[config.mk]
export PLATFORM = sky130hd
export DESIGN_NAME = keyed_cfg_regs
export DESIGN_NICKNAME = d
export VERILOG_FILES = /design/src/rtl/keyed_cfg_regs.sv
export SDC_FILE = /design/constraint.sdc
export NUM_CORES = 2
export LEC_CHECK = 0
export BUFFER_PORTS_ARGS = -buffer_cell sky130_fd_sc_hd__buf_2
export CAP_MARGIN = 20
export CORE_AREA = 4 4 424 426
export CTS_CLUSTER_DIAMETER = 50
export DETAILED_ROUTE_END_ITERATION = 16
export DIE_AREA = 0 0 428 430
export PLACE_DENSITY_LB_ADDON = 0.3
export SYNTH_ARGS = -nofsm -noshare
export SYNTH_HDL_FRONTEND = slang
export SYNTH_SLANG_ARGS = --single-unit
export TNS_END_PERCENT = 5
[constraint.sdc]
create_clock -name clk -period 2.43 [get_ports clk]
set_input_delay 0.3645 -clock clk [delete_from_list [all_inputs] [get_ports clk]]
set_output_delay 0.3645 -clock clk [all_outputs]
set_load 0.02 [all_outputs]
[src/rtl/keyed_cfg_regs.sv]
module keyed_cfg_regs #(
  parameter int AW = 12,
  parameter int DW = 32,
  parameter int BANK_N = 16,
  parameter int DDR_N = 9,
  parameter logic [15:0] LOCK_KEY = 16'h767B,
  parameter logic [15:0] UNLOCK_KEY = 16'hDF0D,
  parameter logic [DW-1:0] CTL_RST = 32'h0001A008,
  parameter logic [DW-1:0] CFG_RST = 32'h00014000,
  parameter logic [DW-1:0] STAT_VAL = 32'h0000003F
) (
  input  logic                 clk,
  input  logic                 rst_n,
  input  logic                 bus_vld,
  input  logic                 bus_we,
  input  logic [AW-1:0]        bus_addr,
  input  logic [DW-1:0]        bus_wdata,
  output logic [DW-1:0]        bus_rdata,
  output logic                 wr_err,
  output logic                 locked,
  output logic                 ctl_bit,
  output logic [3*DW-1:0]      clk_ctl_o,
  output logic [3*DW-1:0]      clk_cfg_o,
  output logic [DW-1:0]        clk_aux_o,
  output logic [BANK_N*DW-1:0] bank_o,
  output logic [DDR_N*DW-1:0]  ddr_o
);
  localparam logic [AW-1:0] A_CTL    = AW'(12'h000);
  localparam logic [AW-1:0] A_LOCK   = AW'(12'h004);
  localparam logic [AW-1:0] A_UNLOCK = AW'(12'h008);
  localparam logic [AW-1:0] A_STAT   = AW'(12'h00C);
  localparam logic [AW-1:0] A_ONE    = AW'(12'h25C);
  localparam int PLL_BASE  = 'h100;
  localparam int BANK_BASE = 'h200;
  localparam int DDR_BASE  = 'h600;
  localparam int PLL_HOLE  = 3;
  localparam int DDR_HOLE  = 1;
  localparam int BIW = (BANK_N > 1) ? $clog2(BANK_N) : 1;
  localparam int DIW = (DDR_N > 1) ? $clog2(DDR_N) : 1;

  logic [DW-1:0] pll_r  [8];
  logic [DW-1:0] bank_r [BANK_N];
  logic [DW-1:0] ddr_r  [DDR_N];

  logic          aligned, pll_hit, bank_hit, ddr_hit, ctl_space, writable;
  logic          wr, wr_ok, rd;
  logic [AW-1:0] boff, doff;
  logic [2:0]    pidx;
  logic [BIW-1:0] bidx;
  logic [DIW-1:0] didx;
  logic [DW-1:0] rd_val;

  assign aligned   = bus_addr[1:0] == 2'b00;
  assign boff      = bus_addr - AW'(BANK_BASE);
  assign doff      = bus_addr - AW'(DDR_BASE);
  assign pidx      = bus_addr[4:2];
  assign bidx      = boff[BIW+1:2];
  assign didx      = doff[DIW+1:2];
  assign pll_hit   = aligned && bus_addr[AW-1:5] == (AW-5)'(PLL_BASE >> 5);
  assign bank_hit  = aligned && {20'd0, bus_addr} >= BANK_BASE && {20'd0, bus_addr} < BANK_BASE + 4*BANK_N;
  assign ddr_hit   = aligned && {20'd0, bus_addr} >= DDR_BASE && {20'd0, bus_addr} < DDR_BASE + 4*DDR_N;
  assign ctl_space = bus_addr == A_CTL || bus_addr == A_LOCK || bus_addr == A_UNLOCK || bus_addr == A_STAT;
  assign writable  = (pll_hit && pidx != 3'(PLL_HOLE)) || bank_hit || (ddr_hit && didx != DIW'(DDR_HOLE));
  assign wr        = bus_vld && bus_we;
  assign rd        = bus_vld && !bus_we;
  assign wr_ok     = wr && !locked && writable;

  always_ff @(posedge clk or negedge rst_n) begin
    if (!rst_n) begin
      locked  <= 1'b1;
      ctl_bit <= 1'b0;
      wr_err  <= 1'b0;
    end else begin
      wr_err <= wr && !ctl_space && !wr_ok;
      if (wr && bus_addr == A_CTL) ctl_bit <= bus_wdata[0];
      if (wr && bus_addr == A_LOCK && bus_wdata[15:0] == LOCK_KEY) locked <= 1'b1;
      if (wr && bus_addr == A_UNLOCK && bus_wdata[15:0] == UNLOCK_KEY) locked <= 1'b0;
    end
  end

  for (genvar g = 0; g < 8; g++) begin : g_pll
    localparam logic [DW-1:0] RST = (g < 3) ? CTL_RST : (g > 3 && g < 7) ? CFG_RST : '0;
    if (g == PLL_HOLE) begin : g_stat
      assign pll_r[g] = STAT_VAL;
    end else begin : g_word
      always_ff @(posedge clk or negedge rst_n)
        if (!rst_n) pll_r[g] <= RST;
        else if (wr_ok && pll_hit && pidx == 3'(g)) pll_r[g] <= bus_wdata;
    end
  end

  for (genvar g = 0; g < BANK_N; g++) begin : g_bank
    always_ff @(posedge clk or negedge rst_n)
      if (!rst_n) bank_r[g] <= '0;
      else if (wr_ok && bank_hit && bidx == BIW'(g)) bank_r[g] <= bus_wdata;
    assign bank_o[g*DW +: DW] = bank_r[g];
  end

  for (genvar g = 0; g < DDR_N; g++) begin : g_ddr
    if (g == DDR_HOLE) begin : g_hole
      assign ddr_r[g] = '0;
    end else begin : g_word
      always_ff @(posedge clk or negedge rst_n)
        if (!rst_n) ddr_r[g] <= '0;
        else if (wr_ok && ddr_hit && didx == DIW'(g)) ddr_r[g] <= bus_wdata;
    end
    assign ddr_o[g*DW +: DW] = ddr_r[g];
  end

  assign clk_ctl_o = {pll_r[2], pll_r[1], pll_r[0]};
  assign clk_cfg_o = {pll_r[6], pll_r[5], pll_r[4]};
  assign clk_aux_o = pll_r[7];

  always_comb begin
    rd_val = '0;
    if (bus_addr == A_CTL)  rd_val = DW'(ctl_bit);
    if (bus_addr == A_STAT) rd_val = DW'(locked);
    if (bus_addr == A_ONE)  rd_val = DW'(1);
    for (int i = 0; i < 8; i++)
      if (pll_hit && pidx == 3'(i)) rd_val = pll_r[i];
    for (int i = 0; i < BANK_N; i++)
      if (bank_hit && bidx == BIW'(i)) rd_val = bank_r[i];
    for (int i = 0; i < DDR_N; i++)
      if (ddr_hit && didx == DIW'(i)) rd_val = ddr_r[i];
  end

  always_ff @(posedge clk or negedge rst_n)
    if (!rst_n) bus_rdata <= '0;
    else if (rd) bus_rdata <= rd_val;
endmodule

==> out/qor.yml <==
sta:
  setup_violations: 12
  min_period_ns: 2.573
  hold_slack_ns: 0.1001
  max_slew_margin_pct: 32.39
  finalWorstSetupSlack_ns: -0.1434
  rsz0062_at_grt: "true"
  worstMarginPinSlew_ns: 1.014
  fin_crit_sh_pct: 105.9
  final-hold-violation-count: 0
  fmax_ghz: 0.3886
  fin_worst_skew_ns: 0.03534
  final.setup.tns_ns: -0.5698
  slew_viol_final: 0
logic_synthesis:
  yosys_most_used_dff: "dfrtp_1"
  synth_area_leaders: "dfrtp_1 (52%), mux2_2 (21%), o21ai_0 (1.7%)"
  synth_top_area_share_pct: 52.02
  synth_cell_types: 90
  ys_async_sr_fraction_pct: 100.0
  synth_edf_count: 0
  yosys_register_bits: 1027
  synthCells: 3870
  syn_area_per_cell_sq_um: 12.53
  seq_area_frac_synth_pct: 53.05
  synthesis.area_sq_um: 48490
  synth.largest_area_cell: "dfrtp_1"
  yosys_warnings: 0
final_layout:
  layout_commonest_cell: "buf_2"
  final_area_sq_um: 69040
  layout_common_cells: "buf_2 (1,068), dfrtp_1 (1,007), mux2_2 (916)"
  nNetsFinal: 5657
  area_delta_synth_final_pct: 42.38
  nFillCells: 17255
  drive_above_1_share_pct: 57.92
grt:
  grt_usage_pct: 34.98
  grt_pass1_vias: 45230
  grt_first_pass_wirelength_um: 440700
  antenna_found_initial: 22
  grt_max_degree: 89
  overflow: 0
setup_path:
  critPathLaunchType: "input port"
  endpoint_kind: "flop"
  crit_top_cell: "buf_4"
  critPathSlowestCell: "or4_4"
  required_ns: 3.19
  cp.arrival_ns: 3.33
  path_class: "in2reg"
  worstPathCellList: "buf_4, or4_4, nor2_4, buf_4, and2_1, buf_4, nor2_1, o41ai_2, buf_4, nand4b_1, nand2_1"
  critPathMaxFanout: 5
  crit_path_max_incr_delay_ns: 0.70
route:
  vias: 46512
  met3WireLength_um: 36940
  met2_length_um: 146900
  maxUsedRoutingLayer: "met5"
  drt-vias-per-instance: 5.762
  wl_met1_um: 126000
  drt_iter0_drc: 5986
  wire_per_inst_um: 41.51
  drc_errors: 0
  routed_wl_um: 335000
  ant_nets: 0
  first_pass_iters: 6
status:
  violations: "setup timing"
  status: "finished, violations left"
floorplan:
  die_h_um: 430
  initial_utilization_pct: 27.59
  num_io_pins: 1107
  dieArea_sq_um: 184000
  fp.dieW_um: 428
  num_rows: 154
  core_region_area_sq_um: 175700
clock_network:
  clk_pin_slew_ns: 0.06
  clk_latency_ns: 0.82
  cts_tree: "yes"
  root_buffer: "clkbuf_16"
  h-tree-depth: 4
  cts.sinks: 1027
  clock_path_buffers: 3
  cts_buffers: 137
placement:
  hpwlAfterDp_um: 266400
  gp_congestion: 1.019
  place_area_sq_um: 63860
  portBuffers: 1074
  pre_cts_ws_ns: -1.436
power_and_ir_drop:
  p_per_area_nw_per_um2: 594.1
  p_leak_uw: 0.03646
  peakVddDrop_mv: 0.6008
  power.total_uw: 41020
run:
  maxCapViolations: 0
hold_path:
  min_path_type: "in2reg"
## synthesized netlist by cell type (all sizes together), types with 6 or more instances
| cell | number |
|---|---|
| a211oi | 20 |
| and2 | 7 |
| nor4 | 41 |
| dfrtp | 1008 |
| nor3b | 7 |
| o22ai | 70 |
| nand2 | 127 |
| buf | 246 |
| nand4 | 39 |
| o22a | 8 |
| a21oi | 121 |
| or3 | 12 |
| nand3b | 10 |
| o2111ai | 6 |
| a2111oi | 16 |
| o211ai | 25 |
| clkbuf | 157 |
| a22oi | 74 |
| o21a | 7 |
| dfstp | 19 |
| a31oi | 17 |
| o2bb2ai | 10 |
| o221ai | 31 |
| a22o | 31 |
| nand2b | 13 |
| a221oi | 82 |
| nor2b | 15 |
| a32oi | 14 |
| mux2i | 46 |
| inv | 12 |
| mux2 | 1014 |
| a221o | 25 |
| nor3 | 53 |
| nand3 | 38 |
| a222oi | 17 |
| a2bb2oi | 6 |
| a211o | 6 |
| o21ai | 176 |
| and3 | 9 |
| nor2 | 150 |
| a21o | 8 |
## flip-flops by register name, indices dropped and copies added, names as in the netlist, 32 cells and up
signal	cells
clk_aux_o	32
bus_rdata	32
clk_cfg_o	96
ddr_o	256
bank_o	512
clk_ctl_o	96
## metal layers
metal | vias to the layer above | track usage [%]
met5 | - | 0
met4 | 6 | 20.73
met3 | 791 | 12.57
met2 | 3166 | 53.30
met1 | 24437 | 42.47
li1 | 18112 | -
## kinds of logic after synthesis
kind of cell,after synthesis,synth area share [%]
compound gates,813,11.75
buf+inv,415,4.075
flops,1027,53.05
mux,1060,24.73
other cells,1,0.007734
simple gates,554,6.381
## what timing repair did
item                                   CTS  global route
cloned                                   0             1
hold buffers                             2             0
buffers inserted                         1            18
resized for setup                       29            49
setup endpoints to repair               20            26
pin swaps                                3            22
endpoints found under the hold margin  322             0
## critical path: cells and delay by family
kind | cells | cell delay [ns]
AND/OR/NAND/NOR | 6 | 1.64
buffers and inverters | 4 | 0.75
AO/OA/AOI/OAI | 1 | 0.53
## power breakdown
part / total [uW] / switching, uW / internal, uW / leakage (uW)
Combinational: 2820 / 2020 / 799 / 0.0200
Clock: 21000 / 8530 / 12400 / 0.00224
Sequential: 17200 / 77.8 / 17200 / 0.0142
Total: 41000 / 10600 / 30400 / 0.0365
## through the flow
stage / cells / utilization (%)
finish: 8072 / 39.29
detailed placement: 7789 / 36.34
global placement: 7788 / 36.34
global route: 8063 / 39.27
floorplan: 3901 / -
CTS: 8042 / 39.08
## final timing paths
| kind | start | endpoint | slack, ns | cells after the start |
|---|---|---|---|---|
| min in group asynchronous | rst_n | bank_o[126]$_DFFE_PN0P_ | 0.11 | 2 |
| max in group asynchronous | rst_n | bus_rdata[30]$_DFFE_PN0P_ | 1.26 | 4 |
| setup reg to reg | bank_o[191]$_DFFE_PN0P_ | bus_rdata[31]$_DFFE_PN0P_ | -0.09 | 10 |
| setup / recovery | bus_addr[7] | bus_rdata[9]$_DFFE_PN0P_ | -0.14 | 11 |
| hold / removal | bus_wdata[9] | locked$_DFFE_PN1P_ | 0.10 | 5 |
| hold reg to reg | clk_cfg_o[29]$_DFFE_PN0P_ | clk_cfg_o[29]$_DFFE_PN0P_ | 0.52 | 1 |
## final cells by class
type,instances,area [sq um],share of cell area (%)
clock inverter,75,855.8,1.240
clock buffer,175,3785,5.482
antenna,12,30.03,0.04350
multi-input combinational,2460,21590,31.27
sequential,1027,25720,37.26
timing repair buffer,1971,14080,20.40
tap,2340,2928,4.241
inverter,12,47.55,0.06887
Note: power is estimated with default switching activity, not from simulation.
